[src/rtl/swchain_pkg.sv]
package swchain_pkg;
  typedef struct packed {
    logic shift;     // serial clock rising edge seen
    logic shiftBit;  // synchronized data bit to shift in
    logic commit;    // commit strobe rising edge seen
    logic outUpd;    // cascade pulse finished: refresh data out
  } chainStrobes_t;
endpackage

[src/rtl/sw_chain_ctrl.sv]
module sw_chain_ctrl
  import swchain_pkg::*;
#(
  parameter int SYNC_STAGES = 2,
  parameter int PULSE_DELAY = 2,
  parameter int PULSE_WIDTH = 2
) (
  input  logic          clk,
  input  logic          rstN,
  input  logic          serClkIn,
  input  logic          serDataIn,
  input  logic          commitIn,
  output chainStrobes_t strobes,
  output logic          pulseOut
);
  localparam int NUM_IN = 3;
  localparam int TOTAL = PULSE_DELAY + PULSE_WIDTH;
  localparam int CNT_W = $clog2(TOTAL + 1);
  localparam logic [CNT_W-1:0] TOTAL_C = CNT_W'(TOTAL);
  localparam logic [CNT_W-1:0] DELAY_C = CNT_W'(PULSE_DELAY);
  localparam logic [CNT_W-1:0] ONE_C = CNT_W'(1);

  logic [NUM_IN-1:0] rawIn;
  logic [SYNC_STAGES-1:0][NUM_IN-1:0] syncQ;
  logic [NUM_IN-1:0] syncOut, prevQ;
  logic clkRise, commitRise;
  logic [CNT_W-1:0] cnt, cntNext;
  logic cntDone, pulseQ;

  assign rawIn = {commitIn, serDataIn, serClkIn};

  // synchronizer chain, all inputs share the same depth
  always_ff @(posedge clk or negedge rstN) begin
    if (!rstN) begin
      syncQ <= '0;
      prevQ <= '0;
    end else begin
      syncQ <= {syncQ[SYNC_STAGES-2:0], rawIn};
      prevQ <= syncOut;
    end
  end

  assign syncOut    = syncQ[SYNC_STAGES-1];
  assign clkRise    = syncOut[0] & ~prevQ[0];
  assign commitRise = syncOut[2] & ~prevQ[2];
  assign cntDone    = (cnt == TOTAL_C);

  // pulse timer: 1..TOTAL, high during (DELAY, TOTAL]
  always_comb begin
    if (clkRise)        cntNext = ONE_C;
    else if (cntDone)   cntNext = '0;
    else if (cnt != '0) cntNext = cnt + ONE_C;
    else                cntNext = cnt;
  end

  always_ff @(posedge clk or negedge rstN) begin
    if (!rstN) begin
      cnt    <= '0;
      pulseQ <= 1'b0;
    end else begin
      cnt    <= cntNext;
      pulseQ <= (cntNext > DELAY_C);
    end
  end

  assign pulseOut         = pulseQ;
  assign strobes.shift    = clkRise;
  assign strobes.shiftBit = syncOut[1];
  assign strobes.commit   = commitRise;
  assign strobes.outUpd   = cntDone;
endmodule

[src/rtl/sw_chain_datapath.sv]
module sw_chain_datapath
  import swchain_pkg::*;
#(
  parameter int NUM_SW = 4
) (
  input  logic              clk,
  input  logic              rstN,
  input  chainStrobes_t     strobes,
  output logic [NUM_SW-1:0] primaryOut,
  output logic [NUM_SW-1:0] swEnable,
  output logic              dataOut
);
  logic [NUM_SW-1:0] primaryQ, secondaryQ;
  logic dataQ;

  always_ff @(posedge clk or negedge rstN) begin
    if (!rstN) begin
      primaryQ   <= '0;
      secondaryQ <= '0;
      dataQ      <= 1'b0;
    end else begin
      if (strobes.shift)  primaryQ   <= {primaryQ[NUM_SW-2:0], strobes.shiftBit};
      if (strobes.commit) secondaryQ <= primaryQ;
      if (strobes.outUpd) dataQ      <= primaryQ[NUM_SW-1];
    end
  end

  assign primaryOut = primaryQ;
  assign swEnable   = secondaryQ;
  assign dataOut    = dataQ;
endmodule

[src/rtl/serial_switch_chain.sv]
module serial_switch_chain
  import swchain_pkg::*;
#(
  parameter int NUM_SW      = 4,
  parameter int SYNC_STAGES = 2,
  parameter int PULSE_DELAY = 2,
  parameter int PULSE_WIDTH = 2
) (
  input  logic              clk,
  input  logic              rstN,
  input  logic              serClk,
  input  logic              serData,
  input  logic              commitStrobe,
  output logic [NUM_SW-1:0] swEnable,
  output logic              cascadeClk,
  output logic              cascadeData
);
  chainStrobes_t strobes;
  logic [NUM_SW-1:0] primaryQ;

  sw_chain_ctrl #(
    .SYNC_STAGES(SYNC_STAGES),
    .PULSE_DELAY(PULSE_DELAY),
    .PULSE_WIDTH(PULSE_WIDTH)
  ) uCtrl (
    .clk(clk), .rstN(rstN),
    .serClkIn(serClk), .serDataIn(serData), .commitIn(commitStrobe),
    .strobes(strobes), .pulseOut(cascadeClk)
  );

  sw_chain_datapath #(.NUM_SW(NUM_SW)) uData (
    .clk(clk), .rstN(rstN), .strobes(strobes),
    .primaryOut(primaryQ), .swEnable(swEnable), .dataOut(cascadeData)
  );
endmodule


[config.mk]
export PLATFORM = sky130hd
export DESIGN_NAME = serial_switch_chain
export DESIGN_NICKNAME = d
export VERILOG_FILES = /design/src/rtl/swchain_pkg.sv /design/src/rtl/sw_chain_ctrl.sv /design/src/rtl/sw_chain_datapath.sv /design/src/rtl/serial_switch_chain.sv
export SDC_FILE = /design/constraint.sdc
export NUM_CORES = 1
export LEC_CHECK = 0
export BUFFER_PORTS_ARGS = -buffer_cell sky130_fd_sc_hd__buf_2
export CAP_MARGIN = 0
export CORE_MARGIN = 4
export CORE_UTILIZATION = 40
export DETAILED_ROUTE_END_ITERATION = 10
export HOLD_SLACK_MARGIN = 0.03
export PLACE_DENSITY = 0.67
export SYNTH_ARGS = -nofsm -noshare
export SYNTH_HDL_FRONTEND = slang
export SYNTH_SLANG_ARGS = --single-unit
[constraint.sdc]
create_clock -name clk -period 2 [get_ports clk]
set_input_delay 0.3 -clock clk [delete_from_list [all_inputs] [get_ports clk]]
set_output_delay 0.3 -clock clk [all_outputs]
set_load 0.02 [all_outputs]
==> results of run 1 <==
-- routing by layer --
layer | track usage, % | vias up | routed length [µm]
met1 | 10.7 | 202 | 502
met5 | 0 | - | 0
met3 | 5.16 | 2 | 63
met2 | 13.2 | 9 | 430
li1 | - | 208 | -
met4 | 3.83 | 0 | 17
-- cell usage after synthesis --
cell type	number	area, µm²
nor3_1	1	5.00
mux2_2	9	101
nor2b_1	1	6.26
nand2b_1	4	25.0
or2b_1	1	7.51
nand2_1	2	7.51
dfrtp_1	21	526
nand3b_1	1	7.51
o21ai_0	1	5.00
nand3_1	1	5.00
a21oi_1	3	15.0
nor2_1	2	7.51
buf_2	2	10.0
xnor2_1	1	8.76
ha_1	2	25.0
o21ba_1	1	10.0
inv_1	2	7.51
-- area by class of cell --
| cell class | instances | area [µm²] | share of cell area, % |
|---|---|---|---|
| clock buffer | 3 | 22.5 | 2.54 |
| clock inverter | 1 | 5.00 | 0.563 |
| inverter | 2 | 7.51 | 0.845 |
| sequential | 21 | 526 | 59.2 |
| timing repair buffer | 11 | 60.1 | 6.76 |
| tap | 25 | 31.3 | 3.52 |
| multi-input combinational | 30 | 236 | 26.6 |
-- what timing repair did --
item / CTS / global route
buffers inserted: 0 / 0
hold endpoints to repair: 21 / 0
hold buffers: 1 / 0
-- worst max-delay path, delay by kind of cell, from the launching register on --
family           cells  cell delay (ps)
AND/OR/NAND/NOR      1              510
multiplexers         1              400
flip-flops           1              360
-- kinds of logic (layout without fill, tap and decap cells) --
kind of cell	Yosys count	count (layout)	share of synthesized area [%]
flops	21	21	67.4
simple gates	13	13	9.15
mux	9	9	13.0
compound gates	5	5	3.85
buf+inv	4	17	2.25
fa+ha+maj	2	2	3.21
xor+xnor	1	1	1.12
-- registers in the layout (all words and copies together), names as in the netlist --
register,flops
uCtrl.syncOut,3
uData.primaryOut,4
uCtrl.pulseOut,1
uCtrl.prevQ,2
uData.swEnable,4
uData.dataOut,1
uCtrl.syncQ,3
uCtrl.cnt,3
-- worst max path at each step --
stage                          start             endpoint  slack [ps]  cells past startpoint
finish              uCtrl.syncOut[0]  uData.primaryOut[3]         630                      2
global route        uCtrl.syncOut[0]  uData.primaryOut[0]         570                      2
CTS                 uCtrl.syncOut[0]  uData.primaryOut[0]         650                      2
detailed placement  uCtrl.syncOut[0]  uData.primaryOut[0]         680                      2
global placement    uCtrl.syncOut[0]  uData.primaryOut[3]         700                      2
floorplan               uCtrl.cnt[0]        uData.dataOut         740                      5
-- where the power goes --
part / internal [W] / switching [W] / leakage, nW
Combinational: 0.000176 / 0.000192 / 0.146
Sequential: 0.000529 / 0.0000679 / 0.251
Clock: 0.0000745 / 0.000117 / 0.0177
-- metrics by stage --
stage	instances	hold slack (ps)
floorplan	55	4.41
global placement	88	270
detailed placement	88	272
CTS	93	81.0
global route	93	75.4
finish	93	101
==> results.yml, run 1 <==
global_route:
  grt_usage_pct: 8.99
  grt_max_degree: 22
  antenna_found_initial: 0
  grt_pass1_vias: 394
  grt_pass1_wl_mm: 1.71
  gr-total-overflow: 0
clock_network:
  htreeDepth: 1
  path_clk_slew_ps: 100
  post_cts_resize_count: 0
  clock-root-buffer: "clkbuf_4"
  cts_sinks: 21
  cts_made_buffers: 3
  clock_latency_ps: 290
  clk_path_buf_depth: 2
  tritoncts: "built"
place:
  pre_cts_ws_ps: 676
  dp_hpwl_um: 723
  place.gp.congestion: 0.702
  io_buffers: 10
  place_area_um2: 851
drt:
  routed_wl_mm: 1.01
  drt_iter0_drc: 2
  vias: 421
  routedWlPerCell_um: 10.9
  post-route-drc-count: 0
  viasPerCell: 4.53
  ant_nets: 0
  dr.pass1.iters: 3
finish:
  layout_common_cells: "dfrtp_1 (21), buf_2 (10), mux2_2 (9)"
  fin_area_um2: 888
  syn2layout_area_growth_pct: 14.0
  fin_util_pct: 49.8
  antenna_cells: 0
  final.fill_count: 157
  fin_nets: 76
  drive_gt1_share_pct: 33.8
  layout_commonest_cell: "dfrtp_1"
timing:
  setup_slack_ps: 630
  period_minus_slack_ps: 1370
  rsz0062_at_grt: "no"
  relSlewSlack_pct: 60.1
  fin_crit_sh_pct: 68.5
  fmax_mhz: 730
  final_hold_viol_count: 0
  fin_skew_ps: 0.779
  fin_setup_tns_ps: 0
  setup_viol_count_final: 0
  worst_slew_pin_slew_ps: 598
  drv_slew: 0
hold_path:
  hp-start: "serClk"
  min_to: "uCtrl.syncQ[0]"
  hp-class: "primary input to register"
  min_path_cells: 1
worst_setup_path:
  start_kind: "register"
  arrival_ps: 1560
  max_stage_delay_ps: 510
  path_cells: "nor2b_1 -> mux2_2"
  rr_startpoint: "uCtrl.syncOut[0]"
  crit_required_ps: 2190
  rrSetupSlack_ps: 630
  crit_path_end_kind: "register"
  path_class: "register to register"
  reg2reg_depth: 2
  critPathSlowestCell: "nor2b_1"
  cp_max_fo: 8
  r2r-end: "uData.primaryOut[3]"
synth:
  syn-num-nets: 62
  synth_warnings: 0
  ys_seq_area_share_pct: 67.4
  synth_seq_cells: 21
  yosysUniqueCellTypes: 17
  syn_area_per_cell_um2: 14.2
  syn_inst: 55
  syn_area_um2: 779
pwr:
  ir_drop_mv: 0.592
  power.leakage_nw: 0.415
  finalPower_w: 0.00116
  powerDensity_nw_per_um2: 1300
outcome:
  status: "completed"
die:
  ioPinCount: 11
  initial_core_util_pct: 43.7
  die-height_um: 52.1
  core_um2: 1780
  dieArea_um2: 2720
  dieWidth_um: 52.1
  row_count: 15
flow_run:
  max_cap_violations: 0
Power figures use the tool's default switching activity.
==> inputs of run 2 (changes only) <==
==> constraint.sdc (replaced) <==
create_clock -name clk -period 1.3 [get_ports clk]
set_input_delay 0.195 -clock clk [delete_from_list [all_inputs] [get_ports clk]]
set_output_delay 0.195 -clock clk [all_outputs]
set_load 0.02 [all_outputs]
==> run 2 against run 1 <==
Effect of this change:
- worst hold slack better by 260 ps
- clock power increased by 57%
- critical endpoint is now uCtrl.pulseOut
- combinational power rose by 71%
==> results.yml, run 2 (synthesized netlist as in run 1, its figures left out) <==
worst_setup_path:
  reg2reg_depth: 5
  arrival_ps: 1410
  cp_max_fo: 9
  r2r-end: "uCtrl.pulseOut"
  rr_startpoint: "uCtrl.cnt[1]"
  max_stage_delay_ps: 430
  critical_path_buf_inv_count: 1
  crit_path_end_kind: "register"
  crit_required_ps: 1500
  path_cells: "inv_1 -> ha_2 -> nand2b_1 -> a21oi_1 -> o21ba_1"
  cp_top_family: "flip-flops"
  rrSetupSlack_ps: 90
  critPathSlowestCell: "dfrtp_1"
  start_kind: "register"
  path_class: "register to register"
place:
  placed_cells: 91
  dp_hpwl_um: 811
  place_area_um2: 873
  place.gp.congestion: 0.761
  io_buffers: 10
drt:
  vias: 457
  routedWlPerCell_um: 11.5
  wl_met2_um: 597
  dr_wl_met3_um: 68
  met1_length_um: 461
  dr.max_layer_used: "met4"
  post-route-drc-count: 0
  dr.pass1.iters: 2
  drt_iter0_drc: 3
  routed_wl_mm: 1.14
  ant_nets: 0
  viasPerCell: 4.62
timing:
  worst_slew_pin_slew_ps: 440
  fin_skew_ps: 2.43
  period_minus_slack_ps: 1210
  fin_crit_sh_pct: 92.8
  rsz0062_at_grt: "no"
  drv_slew: 0
  fmax_mhz: 829
  setup_viol_count_final: 0
  fin_setup_tns_ps: 0
  relSlewSlack_pct: 70.7
  final_hold_viol_count: 0
hold_path:
  hp-class: "primary input to asynchronous set/reset pin"
die:
  dieWidth_um: 52.1
  row_count: 15
  die-height_um: 52.1
  ioPinCount: 11
  core_um2: 1780
  initial_core_util_pct: 43.7
  dieArea_um2: 2720
finish:
  drive_gt1_share_pct: 36.5
  layout_commonest_cell: "dfrtp_1"
  fin_area_um2: 943
  final_cell_count_no_fill: 99
  final.fill_count: 155
  layout_common_cells: "dfrtp_1 (21), buf_2 (10), mux2_2 (9)"
  syn2layout_area_growth_pct: 21.0
  seqCellArea_um2: 526
  fin_nets: 82
  multi_input_area_um2: 239
  antenna_cells: 0
global_route:
  grt_usage_pct: 10.1
  grt_pass1_vias: 479
  grt_pass1_wl_mm: 1.97
  grt_max_degree: 22
  antenna_found_initial: 0
  gr-total-overflow: 0
pwr:
  ir_drop_mv: 0.876
  power.leakage_nw: 0.441
  finalPower_w: 0.00184
  seqPwrFrac_pct: 49.4
  p_sw_w: 0.000600
  pwr-share-clk_pct: 16.4
  powerDensity_nw_per_um2: 1950
  internal_power_w: 0.00124
  pwr-share-comb_pct: 34.2
  switching_share_pct: 32.7
clock_network:
  cts_made_buffers: 3
  clk_path_buf_depth: 2
  clock-root-buffer: "clkbuf_4"
  clock_latency_ps: 300
  post_cts_buffers: 0
  cts_sinks: 21
  htreeDepth: 1
  path_clk_slew_ps: 110
  tritoncts: "built"
flow_run:
  max_cap_violations: 0
outcome:
  status: "completed"
## run 2: final cells by class
| class | count | area share, % |
|---|---|---|
| Clock buffer | 3 | 2.39 |
| Clock inverter | 1 | 0.531 |
| Inverter | 2 | 0.796 |
| Multi-Input combinational cell | 30 | 25.3 |
| Sequential cell | 21 | 55.7 |
| Tap cell | 25 | 3.32 |
| Timing Repair Buffer | 17 | 11.9 |
## run 2: power by group through the flow
stage / clock, W / combinational (W) / sequential (W)
after floorplan: 0 / 0.000342 / 0.00101
after global placement: 0 / 0.000603 / 0.000918
after detailed placement: 0 / 0.000622 / 0.000926
after CTS: 0.000319 / 0.000631 / 0.000911
after global routing: 0.000348 / 0.000703 / 0.000927
final: 0.000302 / 0.000629 / 0.000907
## run 2: routing by layer
layer  GRT usage (%)  up-vias
li1                -      219
met5               0        -
met4            3.83        0
met3            5.73        2
met2            15.9       13
met1            11.4      223
## run 2: per-stage QoR
step	util (%)	hold WS, ps	setup WS [ps]
after CTS	52.8	367	22.6
after floorplan	-	-101	42.5
final	52.9	363	94.1
after global placement	49.0	163	73.6
after detailed placement	49.0	172	41.2
after global routing	52.9	378	6.35
## run 2: worst register-to-register path: stages, from the launching register on
cell	delay (ps)
dfrtp_1	430
inv_1	80
ha_2	250
nand2b_1	120
a21oi_1	60
o21ba_1	180
## run 2: how the worst max path moves through the flow
stage | from | to | slack (ps) | cells after the start
6_report | uCtrl.cnt[1] | uCtrl.pulseOut | 90 | 5
4_1_cts | uCtrl.cnt[1] | uData.dataOut | 20 | 4
3_5_place_dp | uCtrl.cnt[0] | uData.dataOut | 40 | 4
5_1_grt | uCtrl.cnt[0] | uCtrl.pulseOut | 6 | 5
2_1_floorplan | uCtrl.cnt[0] | uData.dataOut | 40 | 5
3_3_place_gp | uCtrl.cnt[0] | uData.dataOut | 70 | 4
## run 2: timing repair
item | 4_1_cts | 5_1_grt
endpoints found under the setup margin | 0 | 2
hold buffers | 4 | 0
gates resized for setup | 0 | 1
hold endpoints to repair | 24 | 0
